File: config.mk
export PLATFORM = sky130hd
export DESIGN_NAME = ctr_csr_unit
export DESIGN_NICKNAME = d
export VERILOG_FILES = /design/src/rtl/ctrgate_pkg.sv /design/src/rtl/ctr_bank.sv /design/src/rtl/ctr_perm.sv /design/src/rtl/csr_store.sv /design/src/rtl/ctr_csr_unit.sv
export SDC_FILE = /design/constraint.sdc
export NUM_CORES = 2
export LEC_CHECK = 0
export BUFFER_PORTS_ARGS = -buffer_cell sky130_fd_sc_hd__buf_4
export CORE_MARGIN = 2
export CORE_UTILIZATION = 40
export CTS_CLUSTER_SIZE = 28
export DETAILED_ROUTE_END_ITERATION = 8
export GPL_TIMING_DRIVEN = 0
export PLACE_DENSITY = 0.57
export SETUP_SLACK_MARGIN = 0.4
export SYNTH_ARGS = -nofsm -noshare
export SYNTH_HDL_FRONTEND = slang
export SYNTH_SLANG_ARGS = --single-unit
File: constraint.sdc
create_clock -name clk -period 2.7 [get_ports clk]
set_input_delay 0.27 -clock clk [delete_from_list [all_inputs] [get_ports clk]]
set_output_delay 0.27 -clock clk [all_outputs]
set_load 0.005 [all_outputs]
File: src/rtl/ctrgate_pkg.sv
package ctrgate_pkg;
   typedef enum logic [1:0] {
      PRIV_USR = 2'b00,
      PRIV_SUP = 2'b01,
      PRIV_RSV = 2'b10,
      PRIV_MCH = 2'b11
   } priv_e;

   localparam int NUM_CTR    = 32;
   localparam int NUM_STORE  = 8;
   localparam int IX_CYCLE   = 0;
   localparam int IX_TIME    = 1;
   localparam int IX_INSTRET = 2;
   localparam int IX_BASE    = 32;
   localparam int SLOT_ISA   = 0;
   localparam int SLOT_HART  = 4;
   localparam int SLOT_STAT  = 5;
   localparam int SLOT_MEN   = 6;
   localparam int SLOT_SEN   = 7;

   function automatic logic [63:0] slot_reset(input int slot);
      logic [63:0] v;
      v = '0;
      case (slot)
         SLOT_ISA:  v = (64'd2 << 62) | 64'h14112D;
         SLOT_STAT: v = (64'd2 << 32) | (64'd2 << 34) | (64'd1 << 13);
         SLOT_MEN,
         SLOT_SEN:  v = 64'h7;
         default:   v = '0;
      endcase
      return v;
   endfunction
endpackage

File: src/rtl/ctr_bank.sv
module ctr_bank #(
   parameter int CNT_W = 64
) (
   input  logic                   clk,
   input  logic                   rst,
   input  logic                   retire,
   input  logic                   tick,
   output logic [2:0][CNT_W-1:0]  cnt
);
   logic [2:0] inc;
   assign inc = {retire, tick, 1'b1};

   for (genvar g = 0; g < 3; g++) begin : g_ctr
      logic [CNT_W-1:0] q;
      always_ff @(posedge clk) begin
         if (rst)         q <= '0;
         else if (inc[g]) q <= q + 1'b1;
      end
      assign cnt[g] = q;
   end
endmodule

File: src/rtl/ctr_perm.sv
module ctr_perm
   import ctrgate_pkg::*;
#(
   parameter int N = NUM_CTR,
   localparam int OFF_W = $clog2(N)
) (
   input  priv_e            priv,
   input  logic [N-1:0]     m_en,
   input  logic [N-1:0]     s_en,
   input  logic [OFF_W-1:0] off,
   output logic             allow
);
   always_comb begin
      case (priv)
         PRIV_MCH: allow = 1'b1;
         PRIV_SUP: allow = m_en[off];
         default:  allow = s_en[off];
      endcase
   end
endmodule

File: src/rtl/csr_store.sv
module csr_store
   import ctrgate_pkg::*;
#(
   parameter int XLEN = 64,
   localparam int SLOT_W = $clog2(NUM_STORE)
) (
   input  logic                           clk,
   input  logic                           rst,
   input  logic                           wr,
   input  logic [SLOT_W-1:0]              slot,
   input  logic [XLEN-1:0]                wdata,
   output logic [NUM_STORE-1:0][XLEN-1:0] regs
);
   for (genvar s = 0; s < NUM_STORE; s++) begin : g_slot
      if (s == SLOT_HART) begin : g_none
         assign regs[s] = '0;
      end else begin : g_reg
         logic [XLEN-1:0] q;
         always_ff @(posedge clk) begin
            if (rst)                                q <= XLEN'(slot_reset(s));
            else if (wr && slot == SLOT_W'(s))      q <= wdata;
         end
         assign regs[s] = q;
      end
   end
endmodule

File: src/rtl/ctr_csr_unit.sv
module ctr_csr_unit
   import ctrgate_pkg::*;
#(
   parameter int XLEN  = 64,
   parameter int CNT_W = 64,
   parameter int IDX_W = 6
) (
   input  logic             clk,
   input  logic             rst,
   input  logic [1:0]       priv,
   input  logic             retire,
   input  logic             tick,
   input  logic [XLEN-1:0]  hart_id,
   input  logic [IDX_W-1:0] idx,
   input  logic             rd_en,
   input  logic             wr_en,
   input  logic [XLEN-1:0]  wdata,
   output logic [XLEN-1:0]  rdata,
   output logic             illegal
);
   localparam int OFF_W  = $clog2(NUM_CTR);
   localparam int SLOT_W = $clog2(NUM_STORE);
   localparam logic [IDX_W-1:0] CTR_END   = IDX_W'(NUM_CTR);
   localparam logic [IDX_W-1:0] STORE_END = IDX_W'(IX_BASE + NUM_STORE);

   if (XLEN != 64) begin : g_bad_xlen
      $error("ctr_csr_unit: XLEN must be 64");
   end
   if (CNT_W < 1 || CNT_W > XLEN) begin : g_bad_cnt
      $error("ctr_csr_unit: CNT_W must lie in 1..XLEN");
   end
   if (IDX_W < 6) begin : g_bad_idx
      $error("ctr_csr_unit: IDX_W must be at least 6");
   end

   logic [2:0][CNT_W-1:0]          cnt_w;
   logic [NUM_STORE-1:0][XLEN-1:0] store_w;
   logic                           is_ctr, is_store, legal, allow;
   logic [OFF_W-1:0]               off;
   logic [SLOT_W-1:0]              slot;
   logic [CNT_W-1:0]               ctr_val;

   assign is_ctr   = idx < CTR_END;
   assign is_store = !is_ctr && idx < STORE_END;
   assign legal    = is_ctr || is_store;
   assign off      = idx[OFF_W-1:0];
   assign slot     = idx[SLOT_W-1:0];

   ctr_bank #(.CNT_W(CNT_W)) u_bank (
      .clk    (clk),
      .rst    (rst),
      .retire (retire),
      .tick   (tick),
      .cnt    (cnt_w)
   );

   csr_store #(.XLEN(XLEN)) u_store (
      .clk   (clk),
      .rst   (rst),
      .wr    (wr_en && is_store),
      .slot  (slot),
      .wdata (wdata),
      .regs  (store_w)
   );

   ctr_perm #(.N(NUM_CTR)) u_perm (
      .priv  (priv_e'(priv)),
      .m_en  (store_w[SLOT_MEN][NUM_CTR-1:0]),
      .s_en  (store_w[SLOT_SEN][NUM_CTR-1:0]),
      .off   (off),
      .allow (allow)
   );

   always_comb begin
      case (off)
         OFF_W'(IX_TIME):    ctr_val = cnt_w[1];
         OFF_W'(IX_INSTRET): ctr_val = cnt_w[2];
         default:            ctr_val = cnt_w[0];
      endcase
   end

   always_comb begin
      rdata = '0;
      if (rd_en) begin
         if (!legal)                   rdata = '1;
         else if (is_ctr)              rdata = allow ? XLEN'(ctr_val) : '0;
         else if (slot == SLOT_W'(SLOT_HART)) rdata = hart_id;
         else                          rdata = store_w[slot];
      end
   end

   assign illegal = (rd_en || wr_en) && !legal;
endmodule

==> flow_summary.yaml <==
timing:
  hold_ws_ps: 69.4
  rsz0062_at_grt: "yes"
  finalSetupViolations: 64
  worst_pin_slew_ps: 1260
  relSlewSlack_pct: 15.7
  fmax_mhz: 323
  clock_skew_ps: 13.1
  setup_ws_ps: -392
  period_needed_ps: 3090
  finalCritPeriodShare_pct: 115
  hold_violations: 0
  slew_violations: 0
  tns_ps: -21770
yosys:
  ys_warn_count: 0
  seq_area_frac_synth_pct: 41.9
  synth_area_leader_cell: "dfxtp_1"
  synth_top_cells_by_count: "nand2_1 (1016), dfxtp_1 (640), a21oi_1 (524)"
  synth_top_area_share_pct: 41.9
  synth_edf_count: 0
  netlist_instances: 3635
  avgSynthCellArea_um2: 8.41
  synthDistinctLibCells: 66
  ys_top_cells_by_area: "dfxtp_1 (42%), nand2_1 (12%), mux4_2 (9.8%)"
  yosysMostFrequentCell: "nand2_1"
  synthArstFlopShare_pct: 0
  synth_nets: 3780
  ys.flop_type: "dfxtp_1"
  synth_area_mm2: 0.0306
  ys_ff_latch: 640
pwr:
  peakVddDrop_v: 0.000382
  p_leak_nw: 13.6
  power_frac_seq_pct: 42.6
  p_sw_share_pct: 25.9
  internal_power_w: 0.0165
  power_density_mw_per_mm2: 548
  combinationalPowerShare_pct: 9.7
  switchingPower_w: 0.00577
  p_clk_share_pct: 47.7
setup_path:
  worstPathArrival_ps: 2820
  critPathCaptureType: "output pin"
  cpPeakStageDelay_ps: 500
  path_cells: "mux4_2 > mux2i_4 > nor2_4 > nor4_4 > buf_12 > clkbuf_16 > o32ai_1 > buf_4"
  cp_max_fo: 10
  r2r_cells: 8
  crit_slowest_cell: "mux4_2"
  criticalPathCategory: "flip-flop to output pin"
  worstSetupStartpointType: "flip-flop"
  cp.required_ps: 2430
global_route:
  grt_pass1_wl_um: 189000
  grt.overflow.total: 0
  grt_max_degree: 13
  grt_pass1_vias: 28400
  antenna_found_initial: 5
  track_usage_pct: 32.2
routing:
  vias_per_cell: 6.05
  avgRoutedWirePerCell_um: 25.5
  totalWireLength_um: 131000
  vias: 31100
  ant_nets: 0
  firstDrtPassIters: 7
  initialDrtViolationCount: 3865
  remaining_drc_errors: 0
die:
  io_pins: 207
  dieWidth_um: 280
  dieArea_mm2: 0.0787
  placementRows: 101
  die_h_um: 280
  core_mm2: 0.0758
  start_util_pct: 40.3
run_status:
  violations: "setup timing"
  status: "finished with violations"
layout:
  fin_util_pct: 53.6
  final_net_count: 4238
  final_cells: 5133
  stdcell_area_mm2: 0.0406
  drive_gt1_share_pct: 26.8
  area_growth_syn_to_layout_pct: 32.9
cts:
  cts.path.max_buffers: 3
  cts_tree: "yes"
  root_buffer: "clkbuf_16"
  path_clk_slew_ps: 60
  clk_latency_ps: 640
  clkSinkCount: 640
  numCtsBuffers: 76
  cts_max_level: 3
worst_hold_path:
  min_path_type: "primary input to flip-flop"
  hold_depth: 3
place:
  io_buffers: 203
  dp.cells: 4818
  gp_congestion: 0.957
  dp_hpwl_um: 93000
  place_area_mm2: 0.0335
job:
  cap_violations: 0
## layout make-up
| cell class | instances | area, µm² |
|---|---|---|
| antenna | 3 | 7.51 |
| buffer | 302 | 1940 |
| clock buffer | 110 | 2210 |
| clock inverter | 27 | 335 |
| fill | 7033 | 35200 |
| inverter | 38 | 143 |
| multi-input combinational | 2653 | 18400 |
| sequential | 640 | 13000 |
| tap | 978 | 1220 |
| timing repair buffer | 382 | 3330 |
## cell families after synthesis
kind of cell | share of synthesized area [%]
simple gates | 23.2
fa+ha+maj | 0.123
xor+xnor | 2.38
flops | 41.9
compound gates | 16.6
mux | 11.2
buf+inv | 4.56
## layer usage
metal  share of wire (%)  track usage, %  vias to the layer above
met5               0.031               0                        -
met4                 5.1            14.8                        6
met3                 9.4            5.42                      351
met2                  45            50.7                     1671
met1                  40            43.2                    15000
li1                    -               -                    14000
## flip-flops by register name, indices dropped and copies added (netlist names)
register                count
u_store.g_slot.g_reg.q    448
u_bank.g_ctr.q            192
## timing repair
action                                  in CTS  in global routing
setup buffers                               52                 48
resized for setup                          519                206
cloned                                       6                  6
endpoints found under the setup margin     592                302
hold buffers                                65                  0
endpoints found under the hold margin      451                  0
pin swaps                                   89                 75
## stage by stage
stage | power (W) | worst slack (ps)
finish | 0.0223 | -392
global route | 0.0228 | -416
CTS | 0.0222 | -374
detailed placement | 0.0114 | -1600
global placement | 0.0113 | -1660
floorplan | 0.0104 | 383
## critical path: cells and delay by family (launching register included)
kind                   cells  cell delay [ps]
muxes                      2              740
buffers and inverters      3              600
and+or+nand+nor            2              350
DFF                        1              330
AOI/OAI and AO/OA          1              130
## power by group through the flow
stage	Combinational (W)	Sequential (W)	Clock [W]
floorplan	0.000731	0.00971	0
global placement	0.00163	0.00972	0
detailed placement	0.00163	0.00972	0
CTS	0.00206	0.00949	0.0107
global route	0.00222	0.00948	0.0111
finish	0.00216	0.00948	0.0106
## cell usage in the layout (no fill, tap or decap), types with 19 or more instances in the layout
cell           instances
nand2_1             1012
dfxtp_1              535
a21oi_1              509
buf_4                303
clkbuf_1             157
mux4_2               133
nor2_1                98
clkbuf_16             95
nand3_1               78
dfxtp_2               67
dlygate4sd3_1         65
nand4_1               56
or4_1                 51
xnor2_1               49
a222oi_1              45
o31ai_1               43
or2_2                 40
buf_2                 38
dfxtp_4               38
inv_1                 37
xor2_1                34
clkbuf_2              33
buf_6                 29
o21ai_0               27
or3_1                 25
nor3_1                24
a22oi_1               23
nor3_4                23
and4_1                22
clkbuf_4              21
mux2i_1               21
clkbuf_8              20
or4_4                 19
## worst paths after layout
| path | end | start | slack [ps] |
|---|---|---|---|
| hold / removal | u_bank.g_ctr[1].q[0]$_SDFFE_PP0P_ | tick | 70 |
| setup reg to reg | u_bank.g_ctr[0].q[51]$_SDFF_PP0_ | u_bank.g_ctr[0].q[21]$_SDFF_PP0_ | 230 |
| setup / recovery | rdata[29] | u_store.g_slot[7].g_reg.q[31]$_SDFFE_PP0P_ | -390 |
| hold reg to reg | u_store.g_slot[2].g_reg.q[54]$_SDFFE_PP0P_ | u_store.g_slot[2].g_reg.q[54]$_SDFFE_PP0P_ | 450 |
Power figures use the tool's default switching activity.
